==> src/rtl/lookahead_refill_sel.sv <==
module lookahead_refill_sel #(
  parameter int Q   = 4,
  parameter int B   = 4,
  parameter int X   = 16,
  parameter int CAP = 12
) (
  input  logic                                 clk,
  input  logic                                 rst_n,
  input  logic                                 req_valid,
  input  logic [(Q > 1 ? $clog2(Q) : 1)-1:0]   req_queue,
  output logic                                 serve_valid,
  output logic [(Q > 1 ? $clog2(Q) : 1)-1:0]   serve_queue,
  output logic                                 sel_valid,
  output logic [(Q > 1 ? $clog2(Q) : 1)-1:0]   sel_queue,
  output logic                                 sel_urgent,
  output logic                                 underrun,
  output logic [Q*$clog2(X+B+CAP+1)-1:0]       level_flat
);
  localparam int QW = (Q > 1) ? $clog2(Q) : 1;
  localparam int LW = $clog2(X + B + CAP + 1);
  localparam int TW = $clog2(X);
  localparam int PW = (B > 1) ? $clog2(B) : 1;
  localparam logic [LW-1:0] BLK  = LW'(B);
  localparam logic [LW-1:0] ROOM = LW'(CAP - B);

  logic [X-1:0]  dl_v;
  logic [QW-1:0] dl_q [X];
  logic [LW-1:0] lvl  [Q];
  logic [PW-1:0] phase;

  logic [Q-1:0]  risk;
  logic [TW-1:0] rtime [Q];
  logic          urg;
  logic [QW-1:0] urg_q;
  logic          roomy;
  logic [QW-1:0] fb_q;
  logic [LW-1:0] fb_lvl;
  logic          decide;

  always_comb begin
    logic [LW-1:0] cnt;
    for (int q = 0; q < Q; q++) begin
      risk[q]  = 1'b0;
      rtime[q] = '0;
      cnt      = '0;
      for (int k = 0; k < X; k++) begin
        if (dl_v[X-1-k] && dl_q[X-1-k] == QW'(q)) cnt = cnt + 1'b1;
        if (!risk[q] && cnt > lvl[q]) begin
          risk[q]  = 1'b1;
          rtime[q] = TW'(k);
        end
      end
    end
  end

  always_comb begin
    urg   = 1'b0;
    urg_q = '0;
    for (int q = 0; q < Q; q++)
      if (risk[q] && (!urg || rtime[q] < rtime[urg_q])) begin
        urg   = 1'b1;
        urg_q = QW'(q);
      end
  end

  always_comb begin
    roomy  = 1'b0;
    fb_q   = '0;
    fb_lvl = '0;
    for (int q = 0; q < Q; q++)
      if (lvl[q] <= ROOM && (!roomy || lvl[q] < fb_lvl)) begin
        roomy  = 1'b1;
        fb_q   = QW'(q);
        fb_lvl = lvl[q];
      end
  end

  assign decide      = (phase == '0);
  assign sel_valid   = decide && (urg || roomy);
  assign sel_urgent  = decide && urg;
  assign sel_queue   = urg ? urg_q : fb_q;
  assign serve_valid = dl_v[X-1];
  assign serve_queue = dl_q[X-1];
  assign underrun    = serve_valid && lvl[serve_queue] == '0 &&
                       !(sel_valid && sel_queue == serve_queue);

  for (genvar g = 0; g < Q; g++) begin : g_lvl
    assign level_flat[g*LW +: LW] = lvl[g];
    always_ff @(posedge clk) begin
      if (!rst_n) lvl[g] <= '0;
      else lvl[g] <= lvl[g]
                   + ((sel_valid && sel_queue == QW'(g)) ? BLK : '0)
                   - ((serve_valid && serve_queue == QW'(g) && !underrun) ? LW'(1) : '0);
    end
  end

  always_ff @(posedge clk) begin
    if (!rst_n) begin
      dl_v  <= '0;
      phase <= '0;
      for (int k = 0; k < X; k++) dl_q[k] <= '0;
    end else begin
      dl_v  <= {dl_v[X-2:0], req_valid};
      dl_q[0] <= req_queue;
      for (int k = 1; k < X; k++) dl_q[k] <= dl_q[k-1];
      phase <= (phase == PW'(B - 1)) ? '0 : phase + 1'b1;
    end
  end
endmodule


==> config.mk <==
export PLATFORM = sky130hd
export DESIGN_NAME = lookahead_refill_sel
export DESIGN_NICKNAME = d
export VERILOG_FILES = /design/src/rtl/lookahead_refill_sel.sv
export SDC_FILE = /design/constraint.sdc
export NUM_CORES = 1
export LEC_CHECK = 0
export ABC_CLOCK_PERIOD_IN_PS = 23300
export BUFFER_PORTS_ARGS = -buffer_cell sky130_fd_sc_hd__buf_2
export CORE_MARGIN = 3
export CORE_UTILIZATION = 45
export DETAILED_ROUTE_END_ITERATION = 6
export GPL_TIMING_DRIVEN = 0
export PLACE_DENSITY = 0.61
export SLEW_MARGIN = 20
export SYNTH_ARGS = -nofsm -noshare
export SYNTH_HDL_FRONTEND = slang
export SYNTH_SLANG_ARGS = --single-unit
export TNS_END_PERCENT = 10
==> constraint.sdc <==
create_clock -name clk -period 23.3 [get_ports clk]
set_input_delay 4.66 -clock clk [delete_from_list [all_inputs] [get_ports clk]]
set_output_delay 4.66 -clock clk [all_outputs]
set_load 0.02 [all_outputs]
### Word level (Yosys, flattened, before mapping)

Memories as Yosys holds them, arrays and structs flattened.
Index checks and enable logic that the tools add are counted.

| operators by class | value |
|---|---|
| muxes and demuxes | 242 |
| reduce and logical (&&, ||, !) cells | 238 |
| bitwise operators | 23 |
| add/sub/neg operators | 69 |
| eq/ne operators | 53 |
| magnitude comparators | 76 |

Operators with widths:

| kind | count |
|---|---|
| $mux W6 | 66 |
| $gt A6 B6 Y1 | 64 |
| $add A6 B1 Y6 const B | 59 |
| $mux W4 | 58 |
| $logic_and A1 B1 Y1 | 143 |
| $mux W1 | 88 |
| $eq A2 B2 Y1 const B | 35 |
| $logic_not A1 Y1 | 68 |
| $mux W2 | 24 |
| $logic_not A2 Y1 | 18 |
| $eq A2 B1 Y1 const B | 17 |
| $add A6 B3 Y6 | 4 |
| $le A6 B4 Y1 const B | 4 |
| $sub A6 B1 Y6 | 4 |
| $or A1 B1 Y1 | 20 |
| $lt A6 B6 Y1 | 3 |
| $bmux W4 S2 | 2 |
| $lt A4 B4 Y1 | 3 |
| $mux W3 | 4 |
| $logic_or A1 B1 Y1 | 7 |
| $ge A3 B3 Y1 const B | 2 |
| $logic_not A6 Y1 | 1 |
| $not A2 Y3 | 2 |
| $add A1 B1 Y2 const B | 1 |
| other kinds (4) | 4 |

| storage, ports and cells | value |
|---|---|
| memories kept | 2 |
| output and inout bits | 32 |
| input bits | 5 |
| memory bits (writable) | 56 |
| logic and storage cells | 705 |
| register bits after elaboration | 18 |

Memories:

| name | depth | width | rd ports | clocked after memory_dff | write ports | line | RTL |
|---|---|---|---|---|---|---|---|
| dl_q | 16 | 2 | 16 | 0 | 16 | 27 | `logic [QW-1:0] dl_q [X];` |
| lvl | 4 | 6 | 5 | 0 | 4 | 28 | `logic [LW-1:0] lvl [Q];` |

### Longest topological paths before layout

An unclocked memory read counts as a cell.

| depth | value |
|---|---|
| word-level depth | 82 |
| gate-level depth with buffers | 92 |
| mapped depth without buffers | 90 |

### Least setup slack after synthesis

Ideal clock, no wire load.

| timing path | value |
|---|---|
| path kind | reg2out |
| start point | register dl_v[15] |
| end point | output port underrun |
| stages on the path, launching flop included | 75 |
| arrival | 13,735 ps |
| slack | 4,905 ps |
| path buffers | 1 |
| path through | dfxtp_1 nor3b_1 inv_1 ha_1 clkbuf_1 xnor2_2 inv_1 ha_1 nor2_1 a21oi_1 ha_1 nand2_1 o21ai_0 ha_1 inv_1 a21oi_1 xnor2_1 nor2_1 [39 not listed] mux2i_1 ha_1 o21ai_0 nand2b_1 a21oi_1 nor2_1 a21oi_1 nor2_1 a21oi_1 ha_1 a21o_1 a21oi_1 o21ai_0 a2bb2oi_1 o32a_1 inv_1 xnor2_1 a31oi_1 |

| on the way | value |
|---|---|
| word-level cells in the longest chain between the ends | 75 |

RTL lines:

| item | line | RTL |
|---|---|---|
| from (decl) | 26 | `logic [X-1:0] dl_v;` |
| from (signal assigned) | 103 | `dl_v <= {dl_v[X-2:0], req_valid};` |
| parallel branches: the longest is 70 deep, another holds $add A6 B1 Y6 | n/a |  |
| $mux W2 * | 81 | `assign sel_queue = urg ? urg_q : fb_q;` |
| net sel_queue, one bit | 14 | `output logic [(Q > 1 ? $clog2(Q) : 1)-1:0] sel_queue,` |
| $eq A2 B2 Y1 * | 85 | `!(sel_valid && sel_queue == serve_queue);` |
| $logic_and A1 B1 Y1 * | 85 |  |
| $logic_not A1 Y1 * | 85 |  |
| $logic_and A1 B1 Y1 * | 84 | `assign underrun = serve_valid && lvl[serve_queue] == '0 &&` |
| to (decl) | 16 | `output logic underrun,` |

Mark *: on every way through the listed nets, which the timed path passes. The select of a mux whose other input is x is not followed.

==> flow_summary.toml <==
[global_routing]
grt_pass1_vias = 18000
grt_max_degree = 22
grt_util_met3_pct = 1.58
grt_pass1_wl_mm = 93.9
grt_antenna_before_repair = 0
grt_util_met1_pct = 32.2
gr-total-overflow = 0
top_usage_layer = "met2"
grt.met2_usage_pct = 44.1
grt.total_usage_pct = 24.5

[routing]
drt-vias-per-instance = 5.83
wl_per_cell_um = 18.6
route.detailed.drc = 0
drtPass1Iterations = 7
final_antenna_net_count = 0
totalWireLength_mm = 59.3
drt_iter0_markers = 1098
num_vias = 18600

[power_and_ir_drop]
p_int_uw = 964
clkPwrFrac_pct = 7.4
finalPower_mw = 2.01
p_comb_share_pct = 84.4
seqPwrFrac_pct = 8.2
p_switching_mw = 1.05
pwr_density_cell_nw_per_um2 = 94.5
p_leak_nw = 10.1
switching_share_pct = 52.1
vdd_drop_max_uv = 161

[critical_path]
cp.arrival_ns = 17.47
required_ns = 18.64
cpPeakStageDelay_ns = 0.59
cpMostUsedCell = "ha_1"
slowest_stage = "nor3b_1"
worstSetupStartpointType = "flip-flop"
cp-end-kind = "primary output"
worstSetupPathType = "flip-flop to primary output"
worstPathMaxFanout = 9

[outcome]
status = "complete, no violations"

[yosys]
synth_top_cells_by_count = "436 x ha_1, 214 x inv_1, 185 x nand2_1"
syn-mean-instance-area_um2 = 7.90
ys_seq_area_share_pct = 7.40
ys_warn_count = 0
synth_edf_count = 0
postSynthCellCount = 2532
synth_top_area_share_pct = 27.3
async_flop_share_pct = 0
synth.largest_area_cell = "ha_1"
yosysMostFrequentCell = "ha_1"
synth.top_cells.by_area = "ha_1 27%, dfxtp_1 7.4%, xnor2_1 6.3%"
synth_cell_type_count = 109
synth-main-ff-cell = "dfxtp_1"
syn-cell-area_um2 = 20000
synth_seq_cells = 74

[floorplanning]
row_count = 76
fp.dieW_um = 217
start_util_pct = 46.1
core-area_um2 = 43500
dieArea_um2 = 47000
die_h_um = 217
ios = 37

[timing]
slew_viol_final = 0
fin_crit_ns = 22.13
hold_violations = 0
rsz0062_at_grt = "false"
slew_headroom_pct = 27.1
finalCritPeriodShare_pct = 95.0
skew_ns = 0.0109
worstMarginPinSlew_ns = 1.09
tns_ns = 0
clock.fmax_mhz = 45.2
setup_viol = 0

[finish]
drive_gt1_share_pct = 7.34
post-route-cell-area_um2 = 21300
diodes = 0
area_delta_synth_final_pct = 6.52
fin_nets = 3042
utilization_pct = 49.1

[clocking]
cts.sinks = 74
cts_buffers = 9
post_cts_resized = 0
clk_latency_ns = 0.34
cts_tree = "done"
root_buffer = "clkbuf_16"
htreeDepth = 3
hold_buffers = 0
cts_max_path_buffers = 2
clk_pin_slew_ns = 0.06
cts_setup_buffers = 0

[worst_hold_path]
hold_path.class = "flip-flop to flip-flop"

[run]
maxCapViolations = 0

[place]
placed_cell_area_um2 = 21000
dpl.hpwl_mm = 47.3
globalplace.congestion = 0.917
port_buffers = 35
worst max-delay path: cells and delay by family (launching register included):
family	cells	cell delay, ns
AOI/OAI and AO/OA	29	6.74
buffers and inverters	11	1.71
DFF	1	0.37
and+or+nand+nor	13	1.94
xor gates and xnor gates	5	0.83
muxes	4	1.34
adders and majority gates	14	4.21
cell type report:
class,instances,area (µm²)
Buffer,56,251
Clock buffer,9,225
Clock inverter,7,83.8
Fill cell,4311,22100
Inverter,222,833
Multi-Input combinational cell,2199,17500
Sequential cell,74,1480
Tap cell,585,732
Timing Repair Buffer,35,175
cell usage in the layout, fill, tap and decap left out, types with 75 or more instances in the layout:
cell / count
and2_1: 82
nand2_1: 185
ha_1: 436
inv_1: 214
o21a_1: 113
nor2_1: 161
a21oi_1: 119
o21ai_0: 110
nand3_1: 75
xnor2_1: 144
layer usage:
layer / wire length [µm] / vias to the layer above
met5: 0 / -
met2: 28600 / 365
met1: 27400 / 8869
met3: 2140 / 58
met4: 1210 / 0
li1: - / 9300
per-stage QoR:
step | setup WS, ns | hold WS (ns) | instances
after floorplan | 4.90 | 0.425 | 2551
after global placement | 2.00 | 0.433 | 3171
after detailed placement | 1.74 | 0.451 | 3171
after CTS | 1.33 | 0.460 | 3187
after global routing | 0.122 | 0.499 | 3187
final | 1.17 | 0.471 | 3187
power by group through the flow:
stage | Sequential, mW | Clock, mW | Combinational (mW)
floorplan | 0.169 | 0 | 1.27
global placement | 0.168 | 0 | 1.62
detailed placement | 0.168 | 0 | 1.67
CTS | 0.165 | 0.150 | 1.68
global route | 0.166 | 0.155 | 1.89
finish | 0.165 | 0.150 | 1.70
kinds of logic (layout without fill, tap and decap cells):
logic type               after synthesis  count (layout)  share of synthesized area, %
flip-flops                            74              74                          7.40
XOR/XNOR                             253             253                          13.9
multiplexers                          37              37                          2.04
buffers and inverters                278             329                          5.42
AO/OA/AOI/OAI                        575             575                          19.7
other                                  1              20                        0.0187
AND/OR/NAND/NOR                      872             872                          23.7
adder cells (fa/ha/maj)              442             442                          27.8
flip-flops by register name, indices dropped and copies added (netlist names):
name	count
lvl	24
dl_v	16
dl_q	32
phase	2
final timing paths:
check,startpoint,endpoint,slack (ns),cells past startpoint
setup / recovery,dl_q[1][14],underrun,1.17,76
hold / removal,phase[0],phase[0],0.47,1
setup reg to reg,dl_q[1][14],lvl[1][5],4.68,84
hold reg to reg,phase[0],phase[0],0.47,1
No activity file was read; power rests on OpenSTA's default activity.
